`src/rtl/rac_pkg.sv`:
```
package rac_pkg;

    // Screen layout selection; code 3 behaves like the wide layout.
    typedef enum logic [1:0] {
        SCR_WIDE     = 2'd0,
        SCR_DUAL     = 2'd1,
        SCR_NARROW   = 2'd2,
        SCR_WIDE_ALT = 2'd3
    } screen_mode_e;

    // Target of the most recent address load.
    typedef enum logic {
        SEL_DISPLAY = 1'b0,
        SEL_CHAR    = 1'b1
    } sel_state_e;

endpackage

```
`src/rtl/rac_sel_fsm.sv`:
```
module rac_sel_fsm
    import rac_pkg::*;
(
    input  logic clk,
    input  logic rst_n,
    input  logic load_disp_i,
    input  logic load_char_i,
    output logic char_sel_o
);

    sel_state_e state_q;
    sel_state_e state_d;

    // Transitions: GO_DISPLAY, GO_CHAR, STAY
    always_comb begin
        state_d = state_q;
        unique case (state_q)
            SEL_DISPLAY: begin
                if (!load_disp_i && load_char_i) state_d = SEL_CHAR;
            end
            SEL_CHAR: begin
                if (load_disp_i) state_d = SEL_DISPLAY;
            end
            default: state_d = SEL_DISPLAY;
        endcase
    end

    always_ff @(posedge clk or negedge rst_n) begin
        if (!rst_n) state_q <= SEL_DISPLAY;
        else        state_q <= state_d;
    end

    always_comb begin
        unique case (state_q)
            SEL_CHAR:    char_sel_o = 1'b1;
            SEL_DISPLAY: char_sel_o = 1'b0;
            default:     char_sel_o = 1'b0;
        endcase
    end

    // a display load always lands in the display state
    assert_disp_load_R2: assert property (@(posedge clk) disable iff (!rst_n)
        load_disp_i |=> !char_sel_o);

    // a lone character load lands in the character state
    assert_char_load_R2: assert property (@(posedge clk) disable iff (!rst_n)
        (load_char_i && !load_disp_i) |=> char_sel_o);

    // without a load the flag is kept
    assert_sel_hold_R2: assert property (@(posedge clk) disable iff (!rst_n)
        (!load_char_i && !load_disp_i) |=> $stable(char_sel_o));

endmodule

```
`src/rtl/rac_counter.sv`:
```
module rac_counter
    import rac_pkg::*;
#(
    parameter int AW         = 7,
    parameter int SPACE      = 80,
    parameter int LINE_LEN   = 40,
    parameter int LINE2_BASE = 64
) (
    input  logic          clk,
    input  logic          rst_n,
    input  screen_mode_e  mode_i,
    input  logic          char_mode_i,
    input  logic          inc_i,
    input  logic          step_i,
    input  logic          load_disp_i,
    input  logic          load_char_i,
    input  logic [AW-1:0] load_addr_i,
    output logic [AW-1:0] addr_o
);

    localparam logic [AW-1:0] WIDE_TOP = AW'(SPACE - 1);
    localparam logic [AW-1:0] L1_END   = AW'(LINE_LEN - 1);
    localparam logic [AW-1:0] L2_BASE  = AW'(LINE2_BASE);
    localparam logic [AW-1:0] L2_END   = AW'(LINE2_BASE + LINE_LEN - 1);
    localparam logic [AW-1:0] ZERO     = '0;
    localparam logic [AW-1:0] ONE      = AW'(1);

    logic [AW-1:0] addr_q;
    logic [AW-1:0] addr_d;
    logic [AW-1:0] stepped;

    // Next address for one step under the active layout
    always_comb begin
        if (char_mode_i) begin
            stepped = inc_i ? addr_q + ONE : addr_q - ONE;
        end else begin
            unique case (mode_i)
                SCR_DUAL: begin
                    if (inc_i) begin
                        if (addr_q == L1_END)      stepped = L2_BASE;
                        else if (addr_q == L2_END) stepped = ZERO;
                        else                       stepped = addr_q + ONE;
                    end else begin
                        if (addr_q == L2_BASE)     stepped = L1_END;
                        else if (addr_q == ZERO)   stepped = L2_END;
                        else                       stepped = addr_q - ONE;
                    end
                end
                SCR_NARROW: begin
                    if (inc_i) stepped = (addr_q >= L1_END) ? ZERO : addr_q + ONE;
                    else       stepped = (addr_q == ZERO || addr_q > L1_END) ? L1_END : addr_q - ONE;
                end
                SCR_WIDE, SCR_WIDE_ALT: begin
                    if (inc_i) stepped = (addr_q >= WIDE_TOP) ? ZERO : addr_q + ONE;
                    else       stepped = (addr_q == ZERO || addr_q > WIDE_TOP) ? WIDE_TOP : addr_q - ONE;
                end
                default: stepped = addr_q;
            endcase
        end
    end

    always_comb begin
        addr_d = addr_q;
        if (load_disp_i)      addr_d = load_addr_i;
        else if (load_char_i) addr_d = {addr_q[AW-1], load_addr_i[AW-2:0]};
        else if (step_i)      addr_d = stepped;
    end

    always_ff @(posedge clk or negedge rst_n) begin
        if (!rst_n) addr_q <= '0;
        else        addr_q <= addr_d;
    end

    assign addr_o = addr_q;

    logic plain_step;
    logic is_wide;
    assign plain_step = step_i && !load_disp_i && !load_char_i;
    assign is_wide    = (mode_i == SCR_WIDE) || (mode_i == SCR_WIDE_ALT);

    // character-mode step is an exact modulo-128 move
    assert_char_step_R3: assert property (@(posedge clk) disable iff (!rst_n)
        (plain_step && char_mode_i) |=>
        (addr_q == ($past(inc_i) ? $past(addr_q) + ONE : $past(addr_q) - ONE)));

    // character load keeps the top bit and takes the low bits
    assert_char_load_R2: assert property (@(posedge clk) disable iff (!rst_n)
        (load_char_i && !load_disp_i) |=>
        (addr_q[AW-1] == $past(addr_q[AW-1])) && (addr_q[AW-2:0] == $past(load_addr_i[AW-2:0])));

    // wide layout stays inside its space
    assert_wide_range_R4: assert property (@(posedge clk) disable iff (!rst_n)
        (plain_step && !char_mode_i && is_wide && addr_q <= WIDE_TOP) |=> (addr_q <= WIDE_TOP));

    // dual layout stays inside its two lines
    assert_dual_range_R5: assert property (@(posedge clk) disable iff (!rst_n)
        (plain_step && !char_mode_i && mode_i == SCR_DUAL &&
         (addr_q <= L1_END || (addr_q >= L2_BASE && addr_q <= L2_END))) |=>
        (addr_q <= L1_END || (addr_q >= L2_BASE && addr_q <= L2_END)));

    // narrow layout stays inside its single line
    assert_narrow_range_R6: assert property (@(posedge clk) disable iff (!rst_n)
        (plain_step && !char_mode_i && mode_i == SCR_NARROW && addr_q <= L1_END) |=> (addr_q <= L1_END));

endmodule

```
`src/rtl/rac_shift_map.sv`:
```
module rac_shift_map
    import rac_pkg::*;
#(
    parameter int AW         = 7,
    parameter int SPACE      = 80,
    parameter int LINE_LEN   = 40,
    parameter int LINE2_BASE = 64,
    parameter int POSITIONS  = 32,
    parameter int HALF       = 16,
    parameter int NARROW     = 9
) (
    input  logic                    clk,
    input  logic                    rst_n,
    input  screen_mode_e            mode_i,
    input  logic                    shift_i,
    input  logic                    shift_right_i,
    output logic [POSITIONS*AW-1:0] vis_addr_o
);

    localparam int OW = $clog2(SPACE);
    localparam int SW = OW + 1;
    localparam logic [OW-1:0] OFF_TOP  = OW'(SPACE - 1);
    localparam logic [OW-1:0] OFF_ONE  = OW'(1);
    localparam logic [OW-1:0] OFF_LINE = OW'(LINE_LEN);

    logic [OW-1:0] off_q;
    logic [OW-1:0] off_d;
    logic [OW-1:0] off_line;

    always_comb begin
        off_d = off_q;
        if (shift_i) begin
            if (shift_right_i) off_d = (off_q == '0) ? OFF_TOP : off_q - OFF_ONE;
            else               off_d = (off_q >= OFF_TOP) ? '0 : off_q + OFF_ONE;
        end
    end

    always_ff @(posedge clk or negedge rst_n) begin
        if (!rst_n) off_q <= '0;
        else        off_q <= off_d;
    end

    assign off_line = (off_q >= OFF_LINE) ? off_q - OFF_LINE : off_q;

    for (genvar p = 0; p < POSITIONS; p++) begin : g_pos
        localparam int LQ = (p < HALF) ? p : p - HALF;
        localparam logic [AW-1:0] LBASE = (p < HALF) ? '0 : AW'(LINE2_BASE);
        localparam bit IN_NARROW = (p < NARROW);

        logic [SW-1:0] wide_sum;
        logic [SW-1:0] wide_wrap;
        logic [SW-1:0] dual_sum;
        logic [SW-1:0] dual_wrap;
        logic [SW-1:0] nar_sum;
        logic [SW-1:0] nar_wrap;
        logic [AW-1:0] pos_addr;

        always_comb begin
            wide_sum  = {1'b0, off_q} + SW'(p);
            wide_wrap = (wide_sum >= SW'(SPACE)) ? wide_sum - SW'(SPACE) : wide_sum;
            dual_sum  = {1'b0, off_line} + SW'(LQ);
            dual_wrap = (dual_sum >= SW'(LINE_LEN)) ? dual_sum - SW'(LINE_LEN) : dual_sum;
            nar_sum   = {1'b0, off_line} + SW'(p);
            nar_wrap  = (nar_sum >= SW'(LINE_LEN)) ? nar_sum - SW'(LINE_LEN) : nar_sum;
            unique case (mode_i)
                SCR_DUAL:   pos_addr = LBASE + AW'(dual_wrap);
                SCR_NARROW: pos_addr = IN_NARROW ? AW'(nar_wrap) : '0;
                SCR_WIDE, SCR_WIDE_ALT: pos_addr = AW'(wide_wrap);
                default:    pos_addr = '0;
            endcase
        end

        assign vis_addr_o[p*AW +: AW] = pos_addr;
    end

    // offset stays inside its modulo range
    assert_offset_range_R7: assert property (@(posedge clk) disable iff (!rst_n)
        off_q <= OFF_TOP);

    // left shift moves the offset up by one unless at the top
    assert_left_step_R7: assert property (@(posedge clk) disable iff (!rst_n)
        (shift_i && !shift_right_i && off_q < OFF_TOP) |=> (off_q == $past(off_q) + OFF_ONE));

    // without a shift the offset is kept
    assert_offset_hold_R11: assert property (@(posedge clk) disable iff (!rst_n)
        !shift_i |=> $stable(off_q));

endmodule

```
`src/rtl/ram_addr_counter.sv`:
```
module ram_addr_counter
    import rac_pkg::*;
#(
    parameter int AW         = 7,
    parameter int SPACE      = 80,
    parameter int LINE_LEN   = 40,
    parameter int LINE2_BASE = 64,
    parameter int POSITIONS  = 32,
    parameter int NARROW     = 9
) (
    input  logic                    clk,
    input  logic                    rst_n,
    input  logic [1:0]              mode_i,
    input  logic                    inc_i,
    input  logic                    step_i,
    input  logic                    load_disp_i,
    input  logic                    load_char_i,
    input  logic [AW-1:0]           load_addr_i,
    input  logic                    shift_i,
    input  logic                    shift_right_i,
    output logic [AW-1:0]           addr_o,
    output logic                    char_sel_o,
    output logic [POSITIONS*AW-1:0] vis_addr_o
);

    localparam int HALF = POSITIONS / 2;

    screen_mode_e mode;
    logic         char_sel;

    assign mode = screen_mode_e'(mode_i);

    rac_sel_fsm u_sel (
        .clk         (clk),
        .rst_n       (rst_n),
        .load_disp_i (load_disp_i),
        .load_char_i (load_char_i),
        .char_sel_o  (char_sel)
    );

    rac_counter #(
        .AW         (AW),
        .SPACE      (SPACE),
        .LINE_LEN   (LINE_LEN),
        .LINE2_BASE (LINE2_BASE)
    ) u_cnt (
        .clk         (clk),
        .rst_n       (rst_n),
        .mode_i      (mode),
        .char_mode_i (char_sel),
        .inc_i       (inc_i),
        .step_i      (step_i),
        .load_disp_i (load_disp_i),
        .load_char_i (load_char_i),
        .load_addr_i (load_addr_i),
        .addr_o      (addr_o)
    );

    rac_shift_map #(
        .AW         (AW),
        .SPACE      (SPACE),
        .LINE_LEN   (LINE_LEN),
        .LINE2_BASE (LINE2_BASE),
        .POSITIONS  (POSITIONS),
        .HALF       (HALF),
        .NARROW     (NARROW)
    ) u_map (
        .clk           (clk),
        .rst_n         (rst_n),
        .mode_i        (mode),
        .shift_i       (shift_i),
        .shift_right_i (shift_right_i),
        .vis_addr_o    (vis_addr_o)
    );

    assign char_sel_o = char_sel;

    // a shift alone leaves the access pointer in place
    assert_shift_keeps_addr_R11: assert property (@(posedge clk) disable iff (!rst_n)
        (shift_i && !step_i && !load_disp_i && !load_char_i) |=> $stable(addr_o));

endmodule

```
`config.mk`:
```
export PLATFORM = sky130hd
export DESIGN_NAME = ram_addr_counter
export DESIGN_NICKNAME = d
export VERILOG_FILES = /design/src/rtl/rac_pkg.sv /design/src/rtl/rac_sel_fsm.sv /design/src/rtl/rac_counter.sv /design/src/rtl/rac_shift_map.sv /design/src/rtl/ram_addr_counter.sv
export SDC_FILE = /design/constraint.sdc
export NUM_CORES = 1
export LEC_CHECK = 0
export BUFFER_PORTS_ARGS = -buffer_cell sky130_fd_sc_hd__clkbuf_2
export CORE_MARGIN = 2
export CORE_UTILIZATION = 47
export CTS_CLUSTER_SIZE = 25
export DETAILED_ROUTE_END_ITERATION = 6
export PLACE_DENSITY = 0.77
export REMOVE_ABC_BUFFERS = 1
export SLEW_MARGIN = 20
export SYNTH_ARGS = -nofsm -noshare
export SYNTH_HDL_FRONTEND = slang
export SYNTH_HIERARCHICAL = 1
export SYNTH_SLANG_ARGS = --single-unit
```
`constraint.sdc`:
```
create_clock -name clk -period 6.1 [get_ports clk]
set_input_delay 0.61 -clock clk [delete_from_list [all_inputs] [get_ports clk]]
set_output_delay 0.61 -clock clk [all_outputs]
set_load 0.05 [all_outputs]
```
==> results of run 1 <==
-- flip-flops by register name, summed over array words and instances (netlist names) --
signal / cells
u_sel/state_q: 1
u_cnt/addr_o: 7
u_map/off_q: 7
-- area by class of cell --
cell class | count | area (um^2) | area share [%]
Multi-Input combinational cell | 1447 | 9859 | 70.06
Timing Repair Buffer | 292 | 2998 | 21.30
Tap cell | 324 | 405.4 | 2.881
Sequential cell | 15 | 379.1 | 2.694
Inverter | 94 | 352.8 | 2.507
Clock buffer | 4 | 78.83 | 0.5601
-- metrics by stage --
step	std cells	cell area, um^2	setup TNS [ps]	utilization [%]
finish	2176	14070	0	57.53
global route	2176	14070	0	57.53
CTS	2176	14070	0	57.53
detailed placement	2172	13990	0	57.21
global placement	2172	13990	0	57.21
floorplan	1556	10580	-223890	-
-- layer usage --
metal  up-vias  wire length (um)
met5         -                 0
met4         0              2669
met3       225              5371
met2      1006             22070
met1      6745             19740
li1       6452                 -
-- worst min path at each step --
stage / slack (ps) / endpoint / cells past startpoint
after floorplan: 310 / u_cnt/addr_o[0]$_DFFE_PN0P_ / 0
after global placement: 570 / u_cnt/addr_o[2]$_DFFE_PN0P_ / 1
after detailed placement: 570 / u_cnt/addr_o[2]$_DFFE_PN0P_ / 1
after CTS: 310 / u_cnt/addr_o[2]$_DFFE_PN0P_ / 1
after global routing: 320 / u_cnt/addr_o[2]$_DFFE_PN0P_ / 1
final: 280 / u_cnt/addr_o[2]$_DFFE_PN0P_ / 1
-- logic make-up (layout without fill, tap and decap cells) --
kind of cell / after synthesis / in the layout / synth area share, %
and+or+nand+nor: 539 / 539 / 22.09
AOI/OAI and AO/OA: 557 / 557 / 31.12
buffers and inverters: 313 / 390 / 13.27
xor gates and xnor gates: 189 / 189 / 14.26
adders and majority gates: 100 / 100 / 10.61
DFF: 15 / 15 / 3.184
muxes: 62 / 62 / 5.466
-- critical path: cells and delay by family, from the launching register on --
family | cells | cell delay (ps)
compound gates | 5 | 1410
xor+xnor | 1 | 200
fa+ha+maj | 1 | 730
buf+inv | 2 | 670
flops | 1 | 680
mux | 1 | 260
simple gates | 1 | 920
-- Yosys cell counts, drive strengths merged, types with 11 or more instances --
library cell    n  area, um^2
a31oi          37       237.7
nor2b          19       118.9
mux2i          43       430.4
buf           143       925.9
inv            91       341.6
nor4           16       121.4
xnor2         176        1568
nand3          53       270.3
a211oi         18       150.2
ha            100        1251
mux2           19       214.0
clkbuf         76       285.3
nand2         185       699.4
a22o           16       140.1
o211ai         25       187.7
a21oi         139       706.9
nor2          132       503.0
nand4          15       93.84
o22ai          39       244.0
and2           11       68.82
dfrtp          15       375.4
a21boi         11       82.58
o21ai         127       643.1
xor2           13       113.9
nor3           53       304.1
a21o           15       112.6
==> results.yml, run 1 <==
outcome:
  status: "finished with violations"
  violations: "DRC"
routing:
  first_pass_iters: 7
  drcViolationCount: 19
  drt_iter0_drc: 1719
  wire_per_inst_um: 22.91
  wl_mm: 49.85
  routed_via_density: 6.631
  vias: 14430
  antenna_left: 0
clock_network:
  cts_sinks: 15
  clockBufferDepth: 2
  root_buffer: "clkbuf_16"
  htreeDepth: 1
  numCtsBuffers: 3
  hold_buffers: 0
  clk_latency_ps: 250
  post_cts_buffers: 0
  cts.clk_slew.worst_paths_ps: 50
  cts_resized: 0
  cts_tree: "yes"
cells_and_area:
  layout-drive-gt1-share_pct: 19.82
  fin_nets: 1970
  fillCellCount: 2295
  antenna_cells: 0
  area_growth_syn_to_layout_pct: 19.38
  final_common_cell: "nand2_1"
  mostFrequentLayoutCells: "nand2_1 (183), xnor2_1 (174), clkbuf_2 (153), a21oi_1 (136), nor2_1 (128)"
logic_synthesis:
  async_flop_share_pct: 100.0
  yosysSeqAreaShare_pct: 3.184
  syn_inst: 1775
  syn_area_um2: 11790
  avgSynthCellArea_um2: 6.642
  yosysUniqueCellTypes: 102
  synth_ff_type: "dfrtp_1"
  synth_edf_count: 0
  ys_ff_latch: 15
  yosys_warnings: 6
setup_path:
  critPathMaxFanout: 19
  max_stage_delay_ps: 920
  cp-start-kind: "flip-flop"
  reg2reg_depth: 7
  cp_data_arrival_time_ps: 5130
  crit_type: "reg -> out"
  r2r-start: "u_map/off_q[0]$_DFFE_PN0P_"
  crit_path_top_delay_cell: "nor2b_1"
  crit_path_end_kind: "output pin"
  worstPathRequired_ps: 5490
  cp-startpoint: "u_map/off_q[0]$_DFFE_PN0P_"
  crit_chain: "inv_1 -> ha_1 -> nor2b_1 -> xnor2_1 -> a31oi_1 -> a21oi_1 -> o21ai_0 -> a211oi_2 -> mux2i_1 -> a21o_1 -> buf_12"
  regToRegSetupSlack_ps: 2760
  rr_endpoint: "u_map/off_q[2]$_DFFE_PN0P_"
  crit_end: "vis_addr_o[108]"
global_route:
  antenna_found_initial: 0
  met1_usage_pct: 46.90
  use_met2_pct: 58.12
  grt.overflow.total: 0
  grt_most_used_layer: "met2"
  grt_pass1_vias: 13500
  grt_use_total_pct: 35.88
  grt.met3_usage_pct: 5.373
  grt_pass1_wl_mm: 75.61
  grt_max_degree: 56
placement:
  gp_congestion: 1.024
  port_buffers: 248
  dp_hpwl_mm: 36.24
  pre_cts_ws_ps: 868.2
job:
  drv_cap: 0
die:
  coreArea_um2: 24460
  fp.dieW_um: 162.4
  die_area_um2: 26370
  io_pins: 249
  start_util_pct: 48.19
  rows: 57
  die_h_um: 162.4
sta:
  fin_crit_ps: 5739
  maxSlewHeadroom_pct: 26.86
  hold_viol: 0
  fin_hold_ws_ps: 284.9
  finClkSkew_ps: 2.369
  drv_slew: 0
  max_clock_freq_ghz: 0.1742
  worst_pin_slew_ps: 1095
  period_share_pct: 94.09
  grt_setup_unrepaired: "false"
  finalSetupViolations: 0
  final.setup.worst_slack_ps: 360.6
worst_hold_path:
  worstHoldPathType: "in -> async"
Power of run 1 is not shown: default switching activity piles up to over one toggle a cycle in this logic, so the estimate is an artifact.
==> inputs of run 2 (changes only) <==
==> constraint.sdc (replaced) <==
create_clock -name clk -period 7.2 [get_ports clk]
set_input_delay 0.72 -clock clk [delete_from_list [all_inputs] [get_ports clk]]
set_output_delay 0.72 -clock clk [all_outputs]
set_load 0.05 [all_outputs]
==> run 2 against run 1 <==
Net effect:
- critical path type unchanged
- first-iteration DRC count grew 8.1%
- sequential share of layout area grew 0.27 points
- the run now ends clean
- non-clock buffer count shrank 11
- flip-flop and latch count is the same
==> results.yml, run 2 (synthesis results as in run 1) <==
clock_network:
  cts.clk_slew.worst_paths_ps: 60
  hold_buffers: 0
  htreeDepth: 1
  post_cts_buffers: 0
  root_buffer: "clkbuf_16"
  cts_tree: "yes"
  cts_resized: 0
  numCtsBuffers: 3
  clockBufferDepth: 2
  clk_latency_ps: 250
  cts_sinks: 15
die:
  coreArea_um2: 24460
  rows: 57
  start_util_pct: 48.19
  fp.dieW_um: 162.4
  die_h_um: 162.4
  io_pins: 249
  die_area_um2: 26370
setup_path:
  cp-start-kind: "flip-flop"
  rr_endpoint: "u_map/off_q[5]$_DFFE_PN0P_"
  crit_path_frequent_cell: "ha_1"
  crit_chain: "inv_1 -> ha_1 -> and4b_4 -> nor4_2 -> nor2_2 -> inv_2 -> ha_1 -> nand2_1 -> xnor2_1 -> o32ai_1 -> nor3_4 -> a31oi_1 -> a211oi_1 -> o21ai_0 -> buf_12"
  critPathMaxFanout: 26
  crit_buf_inv: 3
  crit_path_top_delay_cell: "dfrtp_1"
  critPathTopFamily: "simple AND/OR/NAND/NOR gates"
  worstPathRequired_ps: 6480
  max_stage_delay_ps: 980
  regToRegSetupSlack_ps: 3610
  crit_type: "reg -> out"
  crit_path_end_kind: "output pin"
  r2r-start: "u_map/off_q[1]$_DFFE_PN0P_"
  reg2reg_depth: 8
  cp_data_arrival_time_ps: 5650
routing:
  vias: 14200
  routed_via_density: 6.559
  first_pass_iters: 7
  drcViolationCount: 0
  antenna_left: 0
  wl_mm: 47.52
  wire_per_inst_um: 21.95
  drt_iter0_drc: 1858
placement:
  gp_congestion: 1.030
  port_buffers: 248
  dp_hpwl_mm: 33.75
  placed_area_um2: 12700
global_route:
  grt_use_total_pct: 34.22
  grt_max_degree: 56
  antenna_found_initial: 0
  grt_pass1_vias: 13040
  grt_pass1_wl_mm: 72.48
  grt.overflow.total: 0
cells_and_area:
  design_area_um2: 12780
  utilization_pct: 52.23
  fin_nets: 1959
  area_growth_syn_to_layout_pct: 8.374
  layout-drive-gt1-share_pct: 19.39
  final_common_cell: "clkbuf_2"
  mostFrequentLayoutCells: "clkbuf_2 (234), nand2_1 (183), xnor2_1 (174), a21oi_1 (136), nor2_1 (128)"
  antenna_cells: 0
sta:
  worst_pin_slew_ps: 1216
  finalSetupViolations: 0
  period_share_pct: 88.43
  grt_setup_unrepaired: "false"
  max_clock_freq_ghz: 0.1571
  finClkSkew_ps: 3.752
  drv_slew: 0
  hold_viol: 0
  fin_crit_ps: 6367
  maxSlewHeadroom_pct: 18.93
worst_hold_path:
  worstHoldPathType: "in -> async"
job:
  drv_cap: 0
outcome:
  status: "finished, final reports clean"
run 2: changes by cell type in the layout (fill, tap and decap cells not counted):
cell,delta
buf_12,-81
buf_4,-11
clkbuf_1,-1
clkbuf_2,+81
clkinv_2,+1
run 2: how the worst max path moves through the flow:
stage                          startpoint         endpoint  slack (ps)  cells past startpoint
6_report       u_map/off_q[1]$_DFFE_PN0P_  vis_addr_o[159]         830                     15
3_5_place_dp   u_map/off_q[1]$_DFFE_PN0P_  vis_addr_o[159]        1370                     15
3_3_place_gp   u_map/off_q[1]$_DFFE_PN0P_  vis_addr_o[159]        1560                     15
2_1_floorplan                   mode_i[1]  vis_addr_o[105]       -3210                      4
5_1_grt        u_map/off_q[1]$_DFFE_PN0P_  vis_addr_o[159]         600                     15
4_1_cts        u_map/off_q[1]$_DFFE_PN0P_  vis_addr_o[159]        1050                     15
run 2: routing by layer:
layer	vias up	track usage [%]	routed length, um
met5	-	0	0
met4	0	16.89	2665
met3	202	6.443	5988
met2	1046	53.54	20540
met1	6541	45.11	18330
li1	6412	-	-
run 2: stage by stage:
stage          setup slack [ps]  setup TNS, ps  hold slack (ps)  cells
3_3_place_gp               1556              0            681.7   2161
4_1_cts                    1048              0            429.3   2165
5_1_grt                   597.2              0            446.9   2165
2_1_floorplan             -3207         -99410            424.4   1556
3_5_place_dp               1367              0            703.1   2161
6_report                  833.0              0            413.2   2165
run 2: cell type report:
| type | count | area (um^2) |
|---|---|---|
| inverter | 94 | 352.8 |
| multi-input combinational | 1447 | 9859 |
| timing repair buffer | 281 | 1699 |
| tap | 324 | 405.4 |
| clock inverter | 1 | 5.005 |
| sequential | 15 | 379.1 |
| clock buffer | 3 | 75.07 |
| fill | 2486 | 11690 |
Power of run 2 is left out for the same reason.
